===== config.mk =====
export PLATFORM = sky130hd
export DESIGN_NAME = gfx_rmw_unit
export DESIGN_NICKNAME = d
export VERILOG_FILES = /design/src/rtl/gfx_rmw_pkg.sv /design/src/rtl/gfx_rot_right.sv /design/src/rtl/gfx_logic_op.sv /design/src/rtl/gfx_mask_merge.sv /design/src/rtl/gfx_rmw_unit.sv
export SDC_FILE = /design/constraint.sdc
export NUM_CORES = 1
export LEC_CHECK = 0
export ABC_AREA = 1
export BUFFER_PORTS_ARGS = -buffer_cell sky130_fd_sc_hd__buf_2
export CAP_MARGIN = 20
export CELL_PAD_IN_SITES_DETAIL_PLACEMENT = 0
export CELL_PAD_IN_SITES_GLOBAL_PLACEMENT = 2
export CORE_ASPECT_RATIO = 1.1
export CORE_MARGIN = 2
export CORE_UTILIZATION = 33
export CTS_CLUSTER_SIZE = 30
export DETAILED_ROUTE_END_ITERATION = 6
export GPL_ROUTABILITY_DRIVEN = 0
export GPL_TIMING_DRIVEN = 0
export PLACE_DENSITY_LB_ADDON = 0.2
export RECOVER_POWER = 50
export SLEW_MARGIN = 10
export SYNTH_ARGS = -nofsm -noshare
export SYNTH_HDL_FRONTEND = slang
export SYNTH_HIERARCHICAL = 1
export SYNTH_SLANG_ARGS = --single-unit

===== constraint.sdc =====
create_clock -name clk -period 3.85 [get_ports clk]
set_clock_uncertainty 0.15 [all_clocks]
set_input_delay 0.77 -clock clk [delete_from_list [all_inputs] [get_ports clk]]
set_output_delay 0.77 -clock clk [all_outputs]
set_load 0.01 [all_outputs]

===== src/rtl/gfx_rmw_pkg.sv =====
package gfx_rmw_pkg;
  typedef enum logic [1:0] {
    OP_COPY = 2'b00,
    OP_SET  = 2'b01,
    OP_KEEP = 2'b10,
    OP_FLIP = 2'b11
  } gfx_op_e;

  typedef enum logic {
    ST_IDLE   = 1'b0,
    ST_COMMIT = 1'b1
  } rmw_state_e;
endpackage


===== src/rtl/gfx_rot_right.sv =====
module gfx_rot_right #(
  parameter int DW         = 16,
  parameter int CW         = $clog2(DW),
  parameter bit LOG_STAGES = 1'b1
) (
  input  logic [DW-1:0] din,
  input  logic [CW-1:0] amt,
  output logic [DW-1:0] dout
);
  generate
    if (LOG_STAGES) begin : g_log
      // One stage per count bit; stage s rotates by 2**s when its bit is set.
      logic [DW-1:0] stg [0:CW];
      assign stg[0] = din;
      for (genvar s = 0; s < CW; s++) begin : g_stage
        localparam int SH = 2 ** s;
        assign stg[s+1] = amt[s] ? {stg[s][SH-1:0], stg[s][DW-1:SH]} : stg[s];
      end
      assign dout = stg[CW];
    end else begin : g_flat
      logic [2*DW-1:0] dbl;
      always_comb begin
        dbl  = {din, din} >> amt;
        dout = dbl[DW-1:0];
      end
    end
  endgenerate
endmodule


===== src/rtl/gfx_logic_op.sv =====
module gfx_logic_op
  import gfx_rmw_pkg::*;
#(
  parameter int DW = 16
) (
  input  gfx_op_e       op,
  input  logic [DW-1:0] src,
  input  logic [DW-1:0] dst,
  output logic [DW-1:0] res
);
  always_comb begin
    unique case (op)
      OP_COPY: res = src;
      OP_SET:  res = src | dst;
      OP_KEEP: res = src & dst;
      OP_FLIP: res = src ^ dst;
      default: res = src;
    endcase
  end
endmodule


===== src/rtl/gfx_mask_merge.sv =====
module gfx_mask_merge #(
  parameter int DW = 16
) (
  input  logic [DW-1:0] keep,
  input  logic [DW-1:0] stored,
  input  logic [DW-1:0] fresh,
  output logic [DW-1:0] merged
);
  // A keep bit of 1 holds the stored value.
  always_comb merged = (keep & stored) | (~keep & fresh);
endmodule


===== src/rtl/gfx_rmw_unit.sv =====
module gfx_rmw_unit
  import gfx_rmw_pkg::*;
#(
  parameter int DW         = 16,
  parameter int AW         = 4,
  parameter bit LOG_STAGES = 1'b1,
  localparam int CW        = $clog2(DW)
) (
  input  logic          clk,
  input  logic          rst_n,
  input  logic          host_wr_valid,
  input  logic [AW-1:0] host_wr_addr,
  input  logic [DW-1:0] host_wr_data,
  output logic          host_ready,
  input  logic [CW-1:0] rot_amt,
  input  logic [1:0]    op_sel,
  input  logic [DW-1:0] wr_mask,
  output logic          ram_rd_en,
  output logic [AW-1:0] ram_rd_addr,
  input  logic [DW-1:0] ram_rd_data,
  output logic          ram_wr_en,
  output logic [AW-1:0] ram_wr_addr,
  output logic [DW-1:0] ram_wr_data
);
  rmw_state_e    state_q, state_d;
  logic          accept;
  logic          cap_en;
  logic [AW-1:0] addr_q;
  logic [DW-1:0] data_q;
  logic [CW-1:0] rot_q;
  gfx_op_e       op_q;
  logic [DW-1:0] mask_q;
  logic [DW-1:0] rotated;
  logic [DW-1:0] combined;

  // Control: ready only while idle, so each write occupies two cycles.
  always_comb begin
    host_ready = (state_q == ST_IDLE);
    accept     = host_wr_valid && host_ready;
    cap_en     = accept;
    state_d    = state_q;
    unique case (state_q)
      ST_IDLE:   if (accept) state_d = ST_COMMIT;
      ST_COMMIT: state_d = ST_IDLE;
      default:   state_d = ST_IDLE;
    endcase
  end

  always_ff @(posedge clk or negedge rst_n) begin
    if (!rst_n) state_q <= ST_IDLE;
    else        state_q <= state_d;
  end

  // Operand capture at accept, with a written-out enable.
  always_ff @(posedge clk or negedge rst_n) begin
    if (!rst_n) begin
      addr_q <= '0;
      data_q <= '0;
      rot_q  <= '0;
      op_q   <= OP_COPY;
      mask_q <= '0;
    end else if (cap_en) begin
      addr_q <= host_wr_addr;
      data_q <= host_wr_data;
      rot_q  <= rot_amt;
      op_q   <= gfx_op_e'(op_sel);
      mask_q <= wr_mask;
    end
  end

  // Read request issued in the accept cycle.
  always_comb begin
    ram_rd_en   = accept;
    ram_rd_addr = host_wr_addr;
  end

  gfx_rot_right #(.DW(DW), .CW(CW), .LOG_STAGES(LOG_STAGES)) u_rot (
    .din  (data_q),
    .amt  (rot_q),
    .dout (rotated)
  );

  gfx_logic_op #(.DW(DW)) u_op (
    .op  (op_q),
    .src (rotated),
    .dst (ram_rd_data),
    .res (combined)
  );

  gfx_mask_merge #(.DW(DW)) u_mask (
    .keep   (mask_q),
    .stored (ram_rd_data),
    .fresh  (combined),
    .merged (ram_wr_data)
  );

  always_comb begin
    ram_wr_en   = (state_q == ST_COMMIT);
    ram_wr_addr = addr_q;
  end
endmodule


==> impl_metrics.toml <==
[sta]
setup_tns_ns = 0
hold_viol = 0
clock.fmax_mhz = 299
drv_slew = 29
grt_setup_unrepaired = "false"
slew_headroom_pct = -4.13
max_slew.worst_pin.slew_ns = 1.56
finalCritPeriodShare_pct = 87.0
period_needed_ns = 3.35
setup_viol = 0

[logic_synthesis]
synth_fp_nets = 694
synth_top_area_share_pct = 26.2
seq_area_frac_synth_pct = 26.2
synth_cells = 601
ys_seq_elements = 43
yosysTopAreaCell = "dfrtp_1"
syn_area_um2 = 4110
synth_cell_types = 20
netlist_top_cells_area = "dfrtp_1 26%, nand2_1 22%, nand3_1 14%, ha_1 9.7%, inv_1 6.0%"
synth_warnings = 6
syn_area_per_cell_um2 = 6.84

[drt]
routed_via_density = 4.75
drt-wirelength-per-cell_um = 13.7
drcViolationCount = 0
wl_um = 11600
ant_nets = 0
drt_iter0_drc = 204
dr.pass1.iters = 5
via_count = 4035

[placement]
dp_hpwl_um = 9020
place_area_um2 = 4730
port_buffers = 86

[setup_path]
critical_path_class = "reg2out"
arrival_ns = 2.43
r2r_start = "ram_wr_en"
required_ns = 2.93
worst-path-max-fanout = 10
endpoint_kind = "output pin"
crit_start = "rot_q[2]"
cp-start-kind = "register"

[floorplanning]
num_rows = 42
die_x_um = 110
fp.coreArea_um2 = 12100
die_area_um2 = 13400
initial_utilization_pct = 34.0
die-height_um = 121
io_pins = 88

[global_route]
grt_antenna_before_repair = 0
grt_max_degree = 44
grt_pass1_wl_um = 18900
first_global_vias = 3836
gr-total-overflow = 0
grt_use_total_pct = 18.4

[cts]
root_buffer = "clkbuf_16"
cts_max_level = 2
clock_path_buffers = 2
cts_tree = "yes"
clk_pin_slew_ns = 0.07
post_cts_buffers = 0
clock_sinks = 43
clock_latency_ns = 0.30
cts_resized = 0
postCtsHoldBufs = 0
cts_made_buffers = 5

[worst_hold_path]
min_from = "ram_wr_addr[0]"
hold_path_class = "reg2reg"

[run_status]
violations = "max-capacitance violations, max-slew violations"
status = "complete, but fails checks"

[power]
power_density_nw_per_um2 = 403
p_total_w = 0.00195
cellLeakagePower_nw = 2.82
peakVddDrop_v = 0.000217

[finish]
final_util_pct = 40.0
final_cell_area_um2 = 4830
diodes = 0
syn_to_final_growth_pct = 17.6
finalNetCount = 788
nFillCells = 1315
drive_gt1_share_pct = 24.9

[flow_run]
max_cap_violations = 1
cells by family after synthesis:
family / share of synthesized area (%)
AND/OR/NAND/NOR: 49.3
buffers and inverters: 14.8
flip-flops: 26.2
adder cells (fa/ha/maj): 9.74
final cells by class:
| cell class | instances | area (um2) | area share, % |
|---|---|---|---|
| Clock inverter | 3 | 23.8 | 0.492 |
| Multi-Input combinational cell | 449 | 2410 | 49.8 |
| Clock buffer | 5 | 125 | 2.59 |
| Sequential cell | 43 | 1080 | 22.3 |
| Tap cell | 154 | 193 | 3.99 |
| Inverter | 71 | 284 | 5.88 |
| Buffer | 38 | 290 | 6.01 |
| Timing Repair Buffer | 87 | 433 | 8.96 |
per-layer routing:
layer / up-vias / global-route usage [%] / wire length (um)
met5: - / 0 / 0
met4: 0 / 5.86 / 272
met3: 17 / 2.69 / 480
met2: 102 / 30.4 / 5380
met1: 1831 / 24.6 / 5480
li1: 2085 / - / -
path summary, 6_finish.rpt:
kind	endpoint	slack [ns]	cells past startpoint
worst max-delay path	ram_wr_data[2]	0.50	14
worst min-delay path	ram_wr_addr[0]	0.32	2
worst max register to register	ram_wr_en	2.19	4
worst min register to register	ram_wr_addr[0]	0.32	2
max in group asynchronous	mask_q[8]	1.14	2
min in group asynchronous	ram_wr_addr[2]	0.45	1
cell usage after synthesis:
cell and n:
buf_12 1, buf_2 9, buf_4 16, buf_6 11, buf_8 1, dfrtp_1 43, ha_1 32, inv_1 66
inv_2 1, inv_4 2, inv_6 1, inv_8 1, nand2_1 241, nand2_2 9, nand2_4 10, nand2_8 1
nand3_1 118, nand3_2 20, nand4_1 16, nor2_8 2
sequential cells by signal (all words and copies together) (netlist names):
| signal | count |
|---|---|
| data_q | 16 |
| mask_q | 16 |
| ram_wr_addr | 4 |
| rot_q | 4 |
| op_q | 2 |
| ram_wr_en | 1 |
power breakdown:
part / internal, W / total, W / switching (W)
sequential: 0.000510 / 0.000564 / 0.0000545
combinational: 0.000346 / 0.000929 / 0.000583
clock: 0.000243 / 0.000452 / 0.000209
total: 0.00110 / 0.00195 / 0.000846
per-stage QoR:
| stage | hold slack [ns] | instances | worst slack (ns) |
|---|---|---|---|
| 2_1_floorplan | 0.287 | 601 | 1.20 |
| 3_3_place_gp | 0.305 | 841 | 0.843 |
| 3_5_place_dp | 0.303 | 841 | 0.833 |
| 4_1_cts | 0.321 | 849 | 0.498 |
| 5_1_grt | 0.352 | 850 | 0.274 |
| 6_report | 0.321 | 850 | 0.500 |
cell usage in the layout (no fill, tap or decap), drive strengths merged:
cell type  instances
dfrtp             43
nand4             16
inv               72
nand2            261
ha                32
buf              119
clkinvlp           2
nor2               2
clkbuf            11
nand3            138
worst max-delay path, stage by stage, from the launching register on:
cell	delay, ns
dfrtp_1	0.38
buf_2	0.17
inv_2	0.13
buf_2	0.23
nand3_1	0.10
nand2_1	0.13
nand2_1	0.06
nand2_1	0.12
inv_1	0.06
ha_1	0.28
nand3_1	0.08
nand4_1	0.13
nand2_1	0.09
nand2_1	0.04
buf_2	0.13
(Power assumes the default switching activity.)
